[src/rtl/sensor_frame_seq.sv]
module sensor_frame_seq #(
  parameter int FULL_COLS = 4056,
  parameter int FULL_ROWS = 3040,
  parameter int BLANK_W   = 16,
  parameter int NUM_REGS  = 4,
  parameter logic [8*NUM_REGS-1:0] EMB_REGS = 32'h0A_03_31_00,
  parameter logic [7:0] FILLER = 8'h07
) (
  input  logic               clk_i,
  input  logic               rst_ni,
  input  logic               binned_i,
  input  logic [BLANK_W-1:0] line_blank_i,
  input  logic [BLANK_W-1:0] frame_blank_i,
  output logic               frame_start_o,
  output logic               frame_end_o,
  output logic               line_valid_o,
  output logic [1:0]         line_type_o,
  output logic               pixel_valid_o,
  output logic [1:0]         color_o,
  output logic [9:0]         data_o
);
  localparam int CW = $clog2(FULL_COLS + 1);
  localparam int LW = $clog2(FULL_ROWS + 4);

  typedef enum logic [2:0] {S_FBLK, S_FS, S_LBLK, S_LINE, S_FE} st_t;

  st_t                st;
  logic [BLANK_W-1:0] blk, lb_q, fb_q;
  logic [CW-1:0]      col;
  logic [LW-1:0]      line;
  logic               bin_q;

  logic [CW-1:0] cols_w;
  logic [LW-1:0] rows_w, aux_line, end_line, prow;
  logic          lb_done, fb_done, is_emb, is_aux;

  assign cols_w   = bin_q ? CW'(FULL_COLS / 2) : CW'(FULL_COLS);
  assign rows_w   = bin_q ? LW'(FULL_ROWS / 2) : LW'(FULL_ROWS);
  assign aux_line = rows_w + LW'(2);
  assign end_line = rows_w + LW'(3);
  assign lb_done  = ({1'b0, blk} + 1'b1) >= {1'b0, lb_q};
  assign fb_done  = ({1'b0, blk} + 1'b1) >= {1'b0, fb_q};

  always_ff @(posedge clk_i) begin
    if (!rst_ni) begin
      st    <= S_FBLK;
      blk   <= '0;
      col   <= '0;
      line  <= '0;
      bin_q <= 1'b0;
      lb_q  <= '0;
      fb_q  <= '0;
    end else begin
      case (st)
        S_FBLK: begin
          if (fb_done) begin
            st  <= S_FS;
            blk <= '0;
          end else blk <= blk + 1'b1;
        end
        S_FS: begin
          bin_q <= binned_i;
          lb_q  <= line_blank_i;
          fb_q  <= frame_blank_i;
          line  <= '0;
          blk   <= '0;
          st    <= S_LBLK;
        end
        S_LBLK: begin
          if (lb_done) begin
            blk <= '0;
            col <= '0;
            st  <= (line == end_line) ? S_FE : S_LINE;
          end else blk <= blk + 1'b1;
        end
        S_LINE: begin
          if (col == cols_w - CW'(1)) begin
            line <= line + 1'b1;
            st   <= S_LBLK;
          end else col <= col + 1'b1;
        end
        S_FE: begin
          blk <= '0;
          st  <= S_FBLK;
        end
        default: st <= S_FBLK;
      endcase
    end
  end

  assign frame_start_o = (st == S_FS);
  assign frame_end_o   = (st == S_FE);
  assign line_valid_o  = (st == S_LINE);
  assign is_emb        = line < LW'(2);
  assign is_aux        = line == aux_line;
  assign prow          = line - LW'(2);
  assign pixel_valid_o = line_valid_o && !is_emb && !is_aux;
  assign line_type_o   = !line_valid_o ? 2'd0 : is_emb ? 2'd0 : is_aux ? 2'd2 : 2'd1;
  assign color_o       = pixel_valid_o ? {prow[0], col[0]} : 2'd0;

  logic [31:0] emb_idx, pix_sum;
  logic [7:0]  emb_byte;
  assign emb_idx = 32'(line) * 32'(cols_w) + 32'(col);
  assign pix_sum = 32'(prow) + 32'(col);

  always_comb begin
    emb_byte = FILLER;
    for (int k = 0; k < NUM_REGS; k++)
      if (emb_idx == 32'(k)) emb_byte = EMB_REGS[k*8 +: 8];
  end

  assign data_o = pixel_valid_o ? pix_sum[9:0] :
                  (line_valid_o && is_emb) ? {2'b00, emb_byte} : 10'd0;
endmodule

[config.mk]
export PLATFORM = sky130hd
export DESIGN_NAME = sensor_frame_seq
export DESIGN_NICKNAME = d
export VERILOG_FILES = /design/src/rtl/sensor_frame_seq.sv
export SDC_FILE = /design/constraint.sdc
export NUM_CORES = 1
export LEC_CHECK = 0
export BUFFER_PORTS_ARGS = -buffer_cell sky130_fd_sc_hd__buf_2
export CAP_MARGIN = 10
export CORE_AREA = 2 2 132 134
export CTS_CLUSTER_DIAMETER = 80
export DETAILED_ROUTE_END_ITERATION = 8
export DIE_AREA = 0 0 134 136
export GPL_TIMING_DRIVEN = 0
export PLACE_DENSITY = 0.71
export SLEW_MARGIN = 10
export SYNTH_ARGS = -nofsm -noshare
export SYNTH_HDL_FRONTEND = slang
export SYNTH_SLANG_ARGS = --single-unit
[constraint.sdc]
create_clock -name clk_i -period 13.6 [get_ports clk_i]
set_input_delay 1.36 -clock clk_i [delete_from_list [all_inputs] [get_ports clk_i]]
set_output_delay 1.36 -clock clk_i [all_outputs]
set_load 0.1 [all_outputs]
==> results of run 1 <==
critical path, stage by stage, from the launching register on:
cell,delay [ps]
dfxtp_1,450
buf_2,290
clkinv_1,250
clkbuf_1,280
nand2_1,170
fa_1,460
fa_1,540
fa_1,540
fa_1,520
fa_1,540
inv_1,40
ha_1,380
a21oi_1,260
o21ai_0,150
a221o_1,340
a31oi_1,250
o21ai_1,150
a221oi_1,330
mux2_2,480
a41oi_1,220
buf_2,470
placed cells by master (no fill, tap or decap), types with 5 or more instances in the layout:
cell type	n
a21o_1	17
nor4_1	9
xnor2_1	36
and2_1	11
nand2b_1	8
o211ai_1	5
clkbuf_16	9
inv_1	165
a31oi_1	7
and4_1	5
a32o_1	10
buf_2	58
dfxtp_1	76
a21oi_1	73
and3_1	5
ha_1	155
fa_1	81
nand4_1	13
o21a_1	5
nor2_1	61
nand2_1	125
nor3_1	13
o21ai_0	30
xor2_1	19
nand3_1	28
a211oi_1	11
clkbuf_1	24
metal layers:
| metal | share of wire | GRT usage |
|---|---|---|
| met4 | 0.010 | 0.0443 |
| met1 | 0.50 | 0.370 |
| met3 | 0.041 | 0.0324 |
| met5 | 0 | 0 |
| met2 | 0.45 | 0.383 |
flip-flops by register name (all words and copies together), names as in the netlist:
register,flops
blk,16
fb_q,16
lb_q,16
col,12
line,12
st,3
bin_q,1
area by class of cell:
cell class / instances / area (um^2) / area share
flip-flops and latches: 76 / 1520 / 0.152
clock inverters: 6 / 68.8 / 0.00689
multi-input cells: 802 / 6870 / 0.687
repair buffers: 52 / 260 / 0.0260
clock buffers: 10 / 239 / 0.0239
plain buffers: 31 / 128 / 0.0128
inverters: 167 / 627 / 0.0627
well taps: 225 / 282 / 0.0282
cell families after synthesis:
| kind of cell | after synthesis |
|---|---|
| XOR/XNOR | 55 |
| adder cells (fa/ha/maj) | 236 |
| AO/OA/AOI/OAI | 200 |
| AND/OR/NAND/NOR | 306 |
| multiplexers | 5 |
| buffers and inverters | 198 |
| flip-flops | 76 |
worst min-delay path by stage:
stage / start / end / slack, ps
after floorplan: blk[15]$_SDFFE_PN0P_ / blk[15]$_SDFFE_PN0P_ / 430
after global placement: blk[15]$_SDFFE_PN0P_ / blk[15]$_SDFFE_PN0P_ / 440
after detailed placement: lb_q[5]$_SDFFE_PN0P_ / lb_q[5]$_SDFFE_PN0P_ / 450
after CTS: lb_q[12]$_SDFFE_PN0P_ / lb_q[12]$_SDFFE_PN0P_ / 460
after global routing: lb_q[11]$_SDFFE_PN0P_ / lb_q[11]$_SDFFE_PN0P_ / 470
final: lb_q[11]$_SDFFE_PN0P_ / lb_q[11]$_SDFFE_PN0P_ / 450
through the flow:
step | power (mW) | util
floorplan | 0.495 | -
global placement | 0.566 | 0.574
detailed placement | 0.571 | 0.574
CTS | 0.819 | 0.592
global route | 0.866 | 0.592
finish | 0.818 | 0.592
power by group through the flow:
stage	clock (mW)	sequential, mW	combinational (mW)
floorplan	0	0.265	0.230
global placement	0	0.270	0.296
detailed placement	0	0.271	0.300
CTS	0.251	0.266	0.302
global route	0.260	0.269	0.337
finish	0.248	0.266	0.304
==> results.cfg, run 1 <==
[floorplan]
io-pin-count = 53
core.rowCount = 48
die_y_um = 136
start_util = 0.542
die-area_um2 = 18200
die_x_um = 134
core_area_um2 = 16900

[power]
leakagePower_nw = 4.67
p_switching_mw = 0.316
power_density_nw_per_um2 = 81.9
seqPwrFrac = 0.325
p_sw_frac = 0.386
p_int_mw = 0.503
ir_drop_v = 0.000107
comb_power_share = 0.371
power_frac_clock = 0.304

[synthesis]
synthAdderAreaFrac = 0.389
ys_ff_latch = 76
synth_edf_count = 0
ys_top_cells_by_area = ha_1, fa_1, dfxtp_1
synth_area_um2 = 9140
synth_cells = 1076
synth_compound_area_frac = 0.143
ys_top_cells_by_count = inv_1, ha_1, nand2_1
synth-simple-area-share = 0.160
synth-xor-area-share = 0.0527
yosysWarnings = 0
yosysMostFrequentCell = inv_1
synth_mux_area_frac = 0.00575
yosysTopAreaCellShare = 0.212
synth_nets = 1347
synth_top_cell_by_area = ha_1
syn_avg_cell_area_um2 = 8.50
async_flop_share = 0
ys_seq_area_frac = 0.166
synth_cell_types = 71
synth_ff_type = dfxtp_1
synth_top_family_by_area = adder cells

[cells_and_area]
final_cells = 1369
fin_nets = 1410
fillers = 1528
fin_area_um2 = 9990
diodes = 0
drive_above_1_share = 0.0769
area_delta_synth_final_pct = 9.29

[grt]
grt-ovfl-total = 0
grt_pass1_vias = 7126
grt_pass1_wl_mm = 35.8
track_usage = 0.247
grt_max_degree = 15
antenna_found_initial = 0

[routing]
dr.first_iter.drc_count = 490
drcViolationCount = 0
wire_per_inst_um = 15.7
totalWireLength_mm = 21.5
firstDrtPassIters = 5
drtAntennaViolNets = 0
vias_per_cell = 5.52
num_vias = 7556

[clocking]
clkSlewWorstSetupHoldPaths_ps = 60
cts_tree = built
cts_buffers = 9
postCtsSetupRepairBufs = 0
clk_latency_ps = 340
htreeDepth = 3
cts_resized = 0
ctsHoldBuffers = 0
cts-root-buf = clkbuf_16
cts.sinks = 76
ctsLongestPathBuffers = 2

[timing]
whs_ps = 454
tightestPinTransition_ps = 830
setup_violations = 0
setup_tns_ps = 0
slew_violations = 0
period_share = 0.649
fin_crit_ps = 8820
skew_ps = 13.7
maxSlewHeadroom = 0.444
hold_viol = 0
fmax_ghz = 0.113
rsz0062_at_grt = no
setup_ws_ps = 4780

[critical_path]
reg2reg_slack_ps = 9300
worst_r2r_endpoint = col[5]$_SDFFE_PN0P_
required_ps = 12240
worst-path-max-fanout = 10
crit_path_end_kind = output pin
startpoint_type = flip-flop
reg2reg_depth = 14
crit_arrival_ps = 7460
path_class = flip-flop to output pin
worstReg2RegStart = blk[0]$_SDFFE_PN0P_
endpoint = data_o[0]
startpoint = bin_q$_SDFFE_PN0P_

[placed_design]
dp_cells = 1353
port_buffers = 52
placed_area_um2 = 9690
dpl.hpwl_mm = 17.7
gp_congestion = 0.882
dpl_worst_slack_ps = 5270

[status]
outcome = completed

[min_path]
hold_path_depth = 2
holdCritPathClass = flip-flop to flip-flop

[job]
maxCapViolations = 0
(Power assumes the default switching activity.)
==> run 2, diff against run 1 <==
clock period = 8.6 ns   (was 13.6 ns; I/O delays follow)
==> run 2 against run 1 <==
  * Worst hold slack stayed put
  * Critical path type unchanged
  * Via count is 0.40% lower
  * Sequential share of layout area about the same
  * Count of clock-buffer cells in the layout did not move
  * Sequential cell count did not move
  * Die area did not move
  * First-iteration DRC count is 2.0% lower
  * Combinational power is 58% higher
  * Design area hardly changed
  * Critical path depth increased by 2
  * Clock skew about the same
  * Highest routed layer unchanged
==> results.cfg, run 2 (synthesized netlist as in run 1, its figures left out) <==
[status]
outcome = completed

[power]
ir_drop_v = 0.000168
seqPwrFrac = 0.325
p_int_mw = 0.795
power_density_nw_per_um2 = 129
p_switching_mw = 0.499
leakagePower_nw = 4.67
power_frac_clock = 0.303
comb_power_share = 0.371
p_sw_frac = 0.385

[clocking]
cts-root-buf = clkbuf_16
cts_resized = 0
ctsHoldBuffers = 0
clk_latency_ps = 340
ctsLongestPathBuffers = 2
cts_tree = built
clkSlewWorstSetupHoldPaths_ps = 60
postCtsSetupRepairBufs = 0
cts.sinks = 76
htreeDepth = 3
cts_buffers = 9

[timing]
skew_ps = 13.6
rsz0062_at_grt = no
setup_ws_ps = 369
whs_ps = 454
maxSlewHeadroom = 0.435
slew_violations = 0
fmax_ghz = 0.121
hold_viol = 0
period_share = 0.957
tightestPinTransition_ps = 844
fin_crit_ps = 8230
setup_tns_ps = 0
setup_violations = 0

[routing]
wire_per_inst_um = 15.7
drcViolationCount = 0
firstDrtPassIters = 4
totalWireLength_mm = 21.5
vias_per_cell = 5.50
num_vias = 7526
dr.first_iter.drc_count = 480
drtAntennaViolNets = 0

[critical_path]
required_ps = 7740
reg2reg_slack_ps = 4280
worstReg2RegStart = blk[0]$_SDFFE_PN0P_
crit_arrival_ps = 7370
reg2reg_depth = 14
path_class = flip-flop to output pin
worst-path-max-fanout = 13
crit_path_end_kind = output pin
startpoint_type = flip-flop
worst_r2r_endpoint = col[5]$_SDFFE_PN0P_

[floorplan]
core.rowCount = 48
die_y_um = 136
io-pin-count = 53
core_area_um2 = 16900
start_util = 0.542
die_x_um = 134
die-area_um2 = 18200

[placed_design]
port_buffers = 52
gp_congestion = 0.882
dp_cells = 1353
dpl_worst_slack_ps = 768
dpl.hpwl_mm = 17.7

[grt]
track_usage = 0.247
grt-ovfl-total = 0
antenna_found_initial = 0
grt_max_degree = 15
grt_pass1_vias = 7126
grt_pass1_wl_mm = 35.8

[cells_and_area]
area_delta_synth_final_pct = 9.32
diodes = 0
final_cell_mix = inv_1, ha_1, nand2_1
final_common_cell = inv_1
final_cells = 1369
fin_nets = 1410
final_util = 0.592
drive_above_1_share = 0.0769
top_regs = blk: 16 flops, fb_q: 16 flops, lb_q: 16 flops

[min_path]
whs_endpoint = lb_q[11]$_SDFFE_PN0P_
hold_path_depth = 2
holdCritPathClass = flip-flop to flip-flop
min_from = lb_q[11]$_SDFFE_PN0P_

[job]
maxCapViolations = 0
run 2: cell count changes in the layout (fill, tap and decap cells not counted):
cell	previous run	this run
buf_2	58	57
clkbuf_4	0	1
run 2: per-layer routing:
metal  global-route usage  share of wire  vias to the layer above
met5                    0              0                        -
met4               0.0443          0.010                        0
met3               0.0324          0.039                       19
met2                0.383           0.45                      147
met1                0.370           0.50                     3611
li1                     -              -                     3749
run 2: stage by stage:
stage / area, um^2 / total power, mW
after floorplan: 9140 / 0.783
after global placement: 9690 / 0.895
after detailed placement: 9690 / 0.903
after CTS: 9990 / 1.29
after global routing: 10000 / 1.37
final: 10000 / 1.29
run 2: power by group through the flow:
| stage | Combinational (mW) | Sequential [mW] | Clock [mW] |
|---|---|---|---|
| detailed placement | 0.475 | 0.429 | 0 |
| CTS | 0.477 | 0.421 | 0.396 |
| floorplan | 0.364 | 0.419 | 0 |
| global placement | 0.468 | 0.427 | 0 |
| global route | 0.533 | 0.426 | 0.411 |
| finish | 0.480 | 0.421 | 0.393 |
run 2: final cells by class:
class,instances,area (um^2)
Timing Repair Buffer,52,263
Tap cell,225,282
Sequential cell,76,1520
Buffer,31,128
Inverter,167,627
Clock buffer,10,239
Multi-Input combinational cell,802,6870
Clock inverter,6,68.8
Fill cell,1530,6880
run 2: worst max path at each step:
stage                  startpoint         to  slack, ps  cells after the start
2_1_floorplan  bin_q$_SDFFE_PN0P_  data_o[0]        620                     19
3_3_place_gp   bin_q$_SDFFE_PN0P_  data_o[0]        760                     20
3_5_place_dp   bin_q$_SDFFE_PN0P_  data_o[0]        770                     20
4_1_cts        bin_q$_SDFFE_PN0P_  data_o[0]        380                     20
5_1_grt        bin_q$_SDFFE_PN0P_  data_o[3]         20                     22
6_report       bin_q$_SDFFE_PN0P_  data_o[3]        370                     22
run 2: critical path, stage by stage, from the launching register on:
cell and delay [ps]:
dfxtp_1 450, buf_2 280, clkinv_1 250, clkbuf_1 390
a21o_1 260, ha_1 300, fa_1 430, fa_1 510
fa_1 490, inv_1 50, fa_1 520, inv_1 40
ha_1 370, a21oi_1 210, nand2_1 90, or4_1 510
a211oi_2 200, o2111ai_1 300, nor3_1 300, and4_1 320
buf_4 180, a41o_1 170, buf_2 420
